**src/rtl/pcp_pkg.sv**
```systemverilog
package pcp_pkg;
  typedef enum logic [1:0] {
    SRC_BASE = 2'd0,
    SRC_XIN  = 2'd1,
    SRC_OCO  = 2'd2,
    SRC_NONE = 2'd3
  } f2n_src_e;

  function automatic logic clocks_run(input logic lp, input logic wm, input logic stop_bit);
    return !(lp || (wm && stop_bit));
  endfunction
endpackage

```
**src/rtl/pcp_tick_select.sv**
```systemverilog
module pcp_tick_select
  import pcp_pkg::*;
(
  input  logic     main_tick,
  input  logic     pll_tick,
  input  logic     oco_tick,
  input  logic     xin_tick,
  input  logic     pll_sel,
  input  logic     oco_sel,
  input  logic [1:0] src,
  input  logic     run,
  output logic     base_g,
  output logic     f2n_g
);
  logic main_path;
  logic base_raw;
  logic f2n_raw;

  assign main_path = pll_sel ? pll_tick : main_tick;
  assign base_raw  = oco_sel ? oco_tick : main_path;

  always_comb begin
    unique case (f2n_src_e'(src))
      SRC_BASE: f2n_raw = base_raw;
      SRC_XIN:  f2n_raw = xin_tick;
      SRC_OCO:  f2n_raw = oco_tick;
      default:  f2n_raw = 1'b0;
    endcase
  end

  assign base_g = base_raw && run;
  assign f2n_g  = f2n_raw && run;
endmodule

```
**src/rtl/pcp_fixed_div.sv**
```systemverilog
module pcp_fixed_div #(
  parameter int MID_LOG = 3,
  parameter int TOP_LOG = 5
) (
  input  logic clk,
  input  logic rst_n,
  input  logic tick,
  output logic f1_en,
  output logic fmid_en,
  output logic ftop_en
);
  logic [TOP_LOG-1:0] cnt;
  logic               mid_hit;
  logic               top_hit;

  assign mid_hit = tick && (&cnt[MID_LOG-1:0]);
  assign top_hit = tick && (&cnt);

  always_ff @(posedge clk or negedge rst_n) begin
    if (!rst_n) begin
      cnt     <= '0;
      f1_en   <= 1'b0;
      fmid_en <= 1'b0;
      ftop_en <= 1'b0;
    end else begin
      f1_en   <= tick;
      fmid_en <= mid_hit;
      ftop_en <= top_hit;
      if (tick) cnt <= cnt + 1'b1;
    end
  end

  assert_mid_with_f1_R2: assert property (@(posedge clk) disable iff (!rst_n)
    fmid_en |-> f1_en);
  assert_top_with_mid_R2: assert property (@(posedge clk) disable iff (!rst_n)
    ftop_en |-> fmid_en);
  assert_hold_when_idle_R9: assert property (@(posedge clk) disable iff (!rst_n)
    !tick |=> $stable(cnt));
endmodule

```
**src/rtl/pcp_even_div.sv**
```systemverilog
module pcp_even_div #(
  parameter int DIV_W = 4
) (
  input  logic             clk,
  input  logic             rst_n,
  input  logic             tick,
  input  logic [DIV_W-1:0] div,
  output logic             strobe
);
  localparam int CNT_W = DIV_W + 1;
  localparam logic [CNT_W-1:0] ONE = CNT_W'(1);

  logic [DIV_W-1:0] div_q;
  logic [CNT_W-1:0] cnt;
  logic [CNT_W-1:0] last;
  logic             wrap;

  assign last = {div_q, 1'b0} - ONE;
  assign wrap = tick && ((div_q == '0) || (cnt == last));

  always_ff @(posedge clk or negedge rst_n) begin
    if (!rst_n) begin
      div_q  <= '0;
      cnt    <= '0;
      strobe <= 1'b0;
    end else begin
      strobe <= wrap;
      if (tick) begin
        if (wrap) begin
          cnt   <= '0;
          div_q <= div;
        end else begin
          cnt <= cnt + ONE;
        end
      end
    end
  end

  assert_cnt_in_range_R6: assert property (@(posedge clk) disable iff (!rst_n)
    (div_q != '0) |-> (cnt < {div_q, 1'b0}));
  assert_div_held_R10: assert property (@(posedge clk) disable iff (!rst_n)
    !wrap |=> $stable(div_q));
  assert_no_strobe_without_tick_R9: assert property (@(posedge clk) disable iff (!rst_n)
    !tick |=> !strobe);
endmodule

```
**src/rtl/periph_clk_prescaler.sv**
```systemverilog
module periph_clk_prescaler
  import pcp_pkg::*;
#(
  parameter int MID_LOG = 3,
  parameter int TOP_LOG = 5,
  parameter int DIV_W   = 4
) (
  input  logic             clk,
  input  logic             rst_n,
  input  logic             main_tick,
  input  logic             pll_tick,
  input  logic             pll_sel,
  input  logic             oco_sel,
  input  logic             oco_tick,
  input  logic             xin_tick,
  input  logic [1:0]       f2n_src,
  input  logic [DIV_W-1:0] f2n_div,
  input  logic             stop_in_wait,
  input  logic             wait_mode,
  input  logic             low_power,
  output logic             f1_en,
  output logic             f8_en,
  output logic             f32_en,
  output logic             f2n_en,
  output logic             fad_en
);
  logic run;
  logic base_g;
  logic f2n_g;

  assign run = clocks_run(low_power, wait_mode, stop_in_wait);

  pcp_tick_select u_sel (
    .main_tick (main_tick),
    .pll_tick  (pll_tick),
    .oco_tick  (oco_tick),
    .xin_tick  (xin_tick),
    .pll_sel   (pll_sel),
    .oco_sel   (oco_sel),
    .src       (f2n_src),
    .run       (run),
    .base_g    (base_g),
    .f2n_g     (f2n_g)
  );

  pcp_fixed_div #(.MID_LOG(MID_LOG), .TOP_LOG(TOP_LOG)) u_fix (
    .clk     (clk),
    .rst_n   (rst_n),
    .tick    (base_g),
    .f1_en   (f1_en),
    .fmid_en (f8_en),
    .ftop_en (f32_en)
  );

  pcp_even_div #(.DIV_W(DIV_W)) u_f2n (
    .clk    (clk),
    .rst_n  (rst_n),
    .tick   (f2n_g),
    .div    (f2n_div),
    .strobe (f2n_en)
  );

  always_ff @(posedge clk or negedge rst_n) begin
    if (!rst_n) fad_en <= 1'b0;
    else        fad_en <= base_g;
  end

  assert_low_power_stops_R8: assert property (@(posedge clk) disable iff (!rst_n)
    low_power |=> !(f1_en || f8_en || f32_en || f2n_en || fad_en));
  assert_wait_stop_R8: assert property (@(posedge clk) disable iff (!rst_n)
    (wait_mode && stop_in_wait) |=> !(f1_en || f2n_en || fad_en));
  assert_reserved_src_R7: assert property (@(posedge clk) disable iff (!rst_n)
    (f2n_src == 2'd3) |=> !f2n_en);
  assert_oco_fad_R4: assert property (@(posedge clk) disable iff (!rst_n)
    (oco_sel && !oco_tick) |=> !fad_en);
endmodule

```
**config.mk**
```make
export PLATFORM = sky130hd
export DESIGN_NAME = periph_clk_prescaler
export DESIGN_NICKNAME = d
export VERILOG_FILES = /design/src/rtl/pcp_pkg.sv /design/src/rtl/pcp_tick_select.sv /design/src/rtl/pcp_fixed_div.sv /design/src/rtl/pcp_even_div.sv /design/src/rtl/periph_clk_prescaler.sv
export SDC_FILE = /design/constraint.sdc
export NUM_CORES = 1
export LEC_CHECK = 0
export CAP_MARGIN = 20
export CORE_MARGIN = 2
export CORE_UTILIZATION = 45
export DETAILED_ROUTE_END_ITERATION = 7
export GPL_TIMING_DRIVEN = 1
export HOLD_SLACK_MARGIN = 0.03
export PLACE_DENSITY_LB_ADDON = 0.1
export SLEW_MARGIN = 20
export SYNTH_ARGS = -nofsm -noshare
export SYNTH_HDL_FRONTEND = slang
export SYNTH_HIERARCHICAL = 1
export SYNTH_SLANG_ARGS = --single-unit
```
**constraint.sdc**
```tcl
create_clock -name clk -period 2.1 [get_ports clk]
set_clock_uncertainty 0.2 [all_clocks]
set_input_delay 0.21 -clock clk [delete_from_list [all_inputs] [get_ports clk]]
set_output_delay 0.21 -clock clk [all_outputs]
set_load 0.01 [all_outputs]
```
==> results.md <==
* Sequential share of the synthesized area at 42.94%
* Synth-to-layout area growth at 38.64%
* Tcrit/Tclk final at 95.22%
* Number of buffers on the longest clock path at 2
* Mean area per synthesized cell at 10.65 um^2
* Highest Clock Rate at 500.1 MHz
* Post-CTS clock slew at the launch and capture registers of the worst setup and hold paths at 110 ps
* Cell area after synthesis at 1107 um^2
* IO buf count at 21
* Share of final-layout standard cells stronger than drive strength 1 at 27.14%
* Largest driver fanout on the critical path at 10
* Critical path data arrival time at 2030 ps
* Critical path data required time at 2130 ps
* Unrepaired setup endpoints after global routing: false
* Aggregate routed wire length at 2.300 mm
* Ys flop type: sky130_fd_sc_hd__dfrtp_1
* Maximum number of pins on one net before global-route repair at 20
* Setup violations, final at 0
* Cell chosen for the clock root: sky130_fd_sc_hd__clkbuf_4
* Die Span Y at 53.61 um
* Overall power after layout at 0.001612 W
* Final cell count without fillers at 168
* Floorplan Core Area at 2276 um^2
* Flip-flop and latch count after synthesis at 19
* N_diodes at 0
* Max-capacitance violation count at 0
* Final number of max-transition violations at 0
* Synthesized netlist net count at 126
* CTS tree: done
* Overflow after GRT at 0
* Final GP Congestion at 0.8052
* DRT iter0 DRCs at 3
* Vias after detailed routing at 924
* Kind of end point of the critical path: register
* Number of warnings printed during yosys synthesis at 6
* Number of placed cells counting well taps at 163
* Io pins at 22
* Most frequent standard cell in the layout excluding fill and tap cells: sky130_fd_sc_hd__clkdlybuf4s50_1
* Chip width at 53.61 um
* Detailed-placement wirelength estimate at 1.696 mm
* Routed wirelength normalized by instance count at 13.69 um
* Net count reported at finish at 163
* Initial core utilization at 48.65%
* Number of buffers created by CTS at 3
* Average vias per placed instance at 5.500
* P per Cell Area at 1050 nW/um^2
* Pin slew with the least headroom to its limit at 535.9 ps
* Global-route wire length before repair at 3.815 mm
* GRT Util Overall at 18.46%
* Number of synthesized flops with an enable pin at 0
* Commonest cells after routing, fill and taps aside: sky130_fd_sc_hd__clkdlybuf4s50_1 (21), sky130_fd_sc_hd__dfrtp_1 (19), sky130_fd_sc_hd__buf_4 (14), sky130_fd_sc_hd__nand2_1 (8), sky130_fd_sc_hd__nand3_1 (6)
* Status: complete, no violations
* Number of antenna violations at the first check in global routing at 0
* Startpoint-to-endpoint class of the critical path: reg2reg
* Number of placement rows at 17
* Via count of the first global-routing pass at 922
* Residual antenna-violating net count after detailed routing at 0
* Static Leak at 0.6558 nW
* Hold Violations, Final at 0
* Clock sink count at 19
* Max-Slew Margin vs Limit at 64.10%
* Sort of element at the start of the critical path: register
* Synth Instances at 104
* Fin util at 67.45%
* Die Footprint at 2874 um^2
* Worst hold path type: in2async
* Netlist cell types at 36
* Count of TritonRoute iterations in the first routing pass at 4
* Fin crit period at 2000 ps
* Worst-case vdd ir drop at 0.0005720 V
* Share of synthesized registers carrying an async set or reset at 100.0%
* Clock latency reported for the late side of the worst-skew pair at 290 ps
* DRC violations left at 0
* Max H-tree Level at 1
final timing paths:
check | start | endpoint | slack [ps] | depth (start not counted)
worst max-delay path | u_f2n/div_q[1]$_DFFE_PN0P_ | u_f2n/div_q[0]$_DFFE_PN0P_ | 100 | 6
worst min-delay path | rst_n | u_fix/cnt[4]$_DFFE_PN0P_ | 30 | 2
worst max register to register | u_f2n/div_q[1]$_DFFE_PN0P_ | u_f2n/div_q[0]$_DFFE_PN0P_ | 100 | 6
worst min register to register | u_fix/cnt[3]$_DFFE_PN0P_ | u_fix/cnt[3]$_DFFE_PN0P_ | 310 | 1
max in group asynchronous | rst_n | u_f2n/cnt[3]$_DFFE_PN0P_ | 1470 | 2
min in group clk | u_fix/cnt[3]$_DFFE_PN0P_ | u_fix/cnt[3]$_DFFE_PN0P_ | 310 | 1
critical path: stages (launching register included):
cell                      delay (ps)
sky130_fd_sc_hd__dfrtp_1         370
sky130_fd_sc_hd__inv_1            90
sky130_fd_sc_hd__ha_4            290
sky130_fd_sc_hd__xor2_2          170
sky130_fd_sc_hd__nand3_4         160
sky130_fd_sc_hd__or4_1           550
sky130_fd_sc_hd__nand3_1         110
Yosys cell counts (all sizes together), types with 3 or more instances:
cell type   n  area [um^2]
and2        3        20.02
xnor2       5        51.30
o2bb2ai     4        35.03
inv         4        15.01
ha          5        62.56
xor2        3        26.28
nand2       8        30.03
nand3       7        40.04
nor3        3        20.02
a21oi       6        33.78
o21ai       4        20.02
or4         4        30.03
dfrtp      19        475.5
mux2        3        45.04
o211ai      3        22.52
per-layer routing:
metal  vias up  part of all wire, %  wire length, um  global-route usage, %
li1        459                    -                -                      -
met1       437                   48             1093                  23.04
met2        24                   47             1074                  30.45
met3         4                  3.6               82                  2.778
met4         0                  2.2               50                  10.26
met5         -                    0                0                      0
cell families (layout without fill, tap and decap cells):
| kind of cell | Yosys count | after routing | share of synthesized area [%] |
|---|---|---|---|
| adders and majority gates | 5 | 5 | 5.650 |
| buffers and inverters | 8 | 44 | 3.389 |
| AOI/OAI and AO/OA | 26 | 26 | 16.95 |
| DFF | 19 | 19 | 42.94 |
| xor gates and xnor gates | 8 | 8 | 7.006 |
| and+or+nand+nor | 33 | 33 | 18.19 |
| muxes | 5 | 5 | 5.875 |
area by class of cell:
class	instances	area, um^2
sequential	19	475.5
clock buffer	3	22.52
tap	28	35.03
fill	179	740.7
multi-input combinational	77	659.4
clock inverter	1	5.005
timing repair buffer	35	315.3
inverter	5	22.52
sequential cells by signal, summed over array words and instances, names as in the netlist:
register,cells
u_fix/f1_en,1
u_f2n/div_q,4
u_fix/cnt,5
u_fix/fmid_en,1
u_f2n/cnt,5
u_f2n/strobe,1
u_fix/ftop_en,1
fad_en,1
repair_timing:
| action | 4_1_cts | 5_1_grt |
|---|---|---|
| setup endpoints to repair | 0 | 9 |
| hold buffers | 0 | 0 |
| gates resized for setup | 0 | 10 |
| buffers inserted | 0 | 1 |
stage by stage:
stage | setup TNS [ps] | hold slack (ps) | cell area, um^2 | setup WS (ps)
floorplan | 0 | -285.6 | 1107 | 46.41
global placement | -1451 | 286.0 | 1431 | -214.4
detailed placement | -2065 | 286.1 | 1431 | -321.0
CTS | 0 | 30.72 | 1459 | 10.44
global route | 0 | 60.24 | 1535 | 3.930
finish | 0 | 31.03 | 1535 | 100.3
power breakdown:
group | leakage [nW] | switching [W] | total [W] | internal [W]
logic | 0.421 | 0.000391 | 0.000821 | 0.000430
clock network | 0.0177 | 0.000112 | 0.000183 | 0.0000708
registers | 0.217 | 0.000136 | 0.000608 | 0.000472
total | 0.656 | 0.000639 | 0.00161 | 0.000973
(Power assumes the default switching activity.)
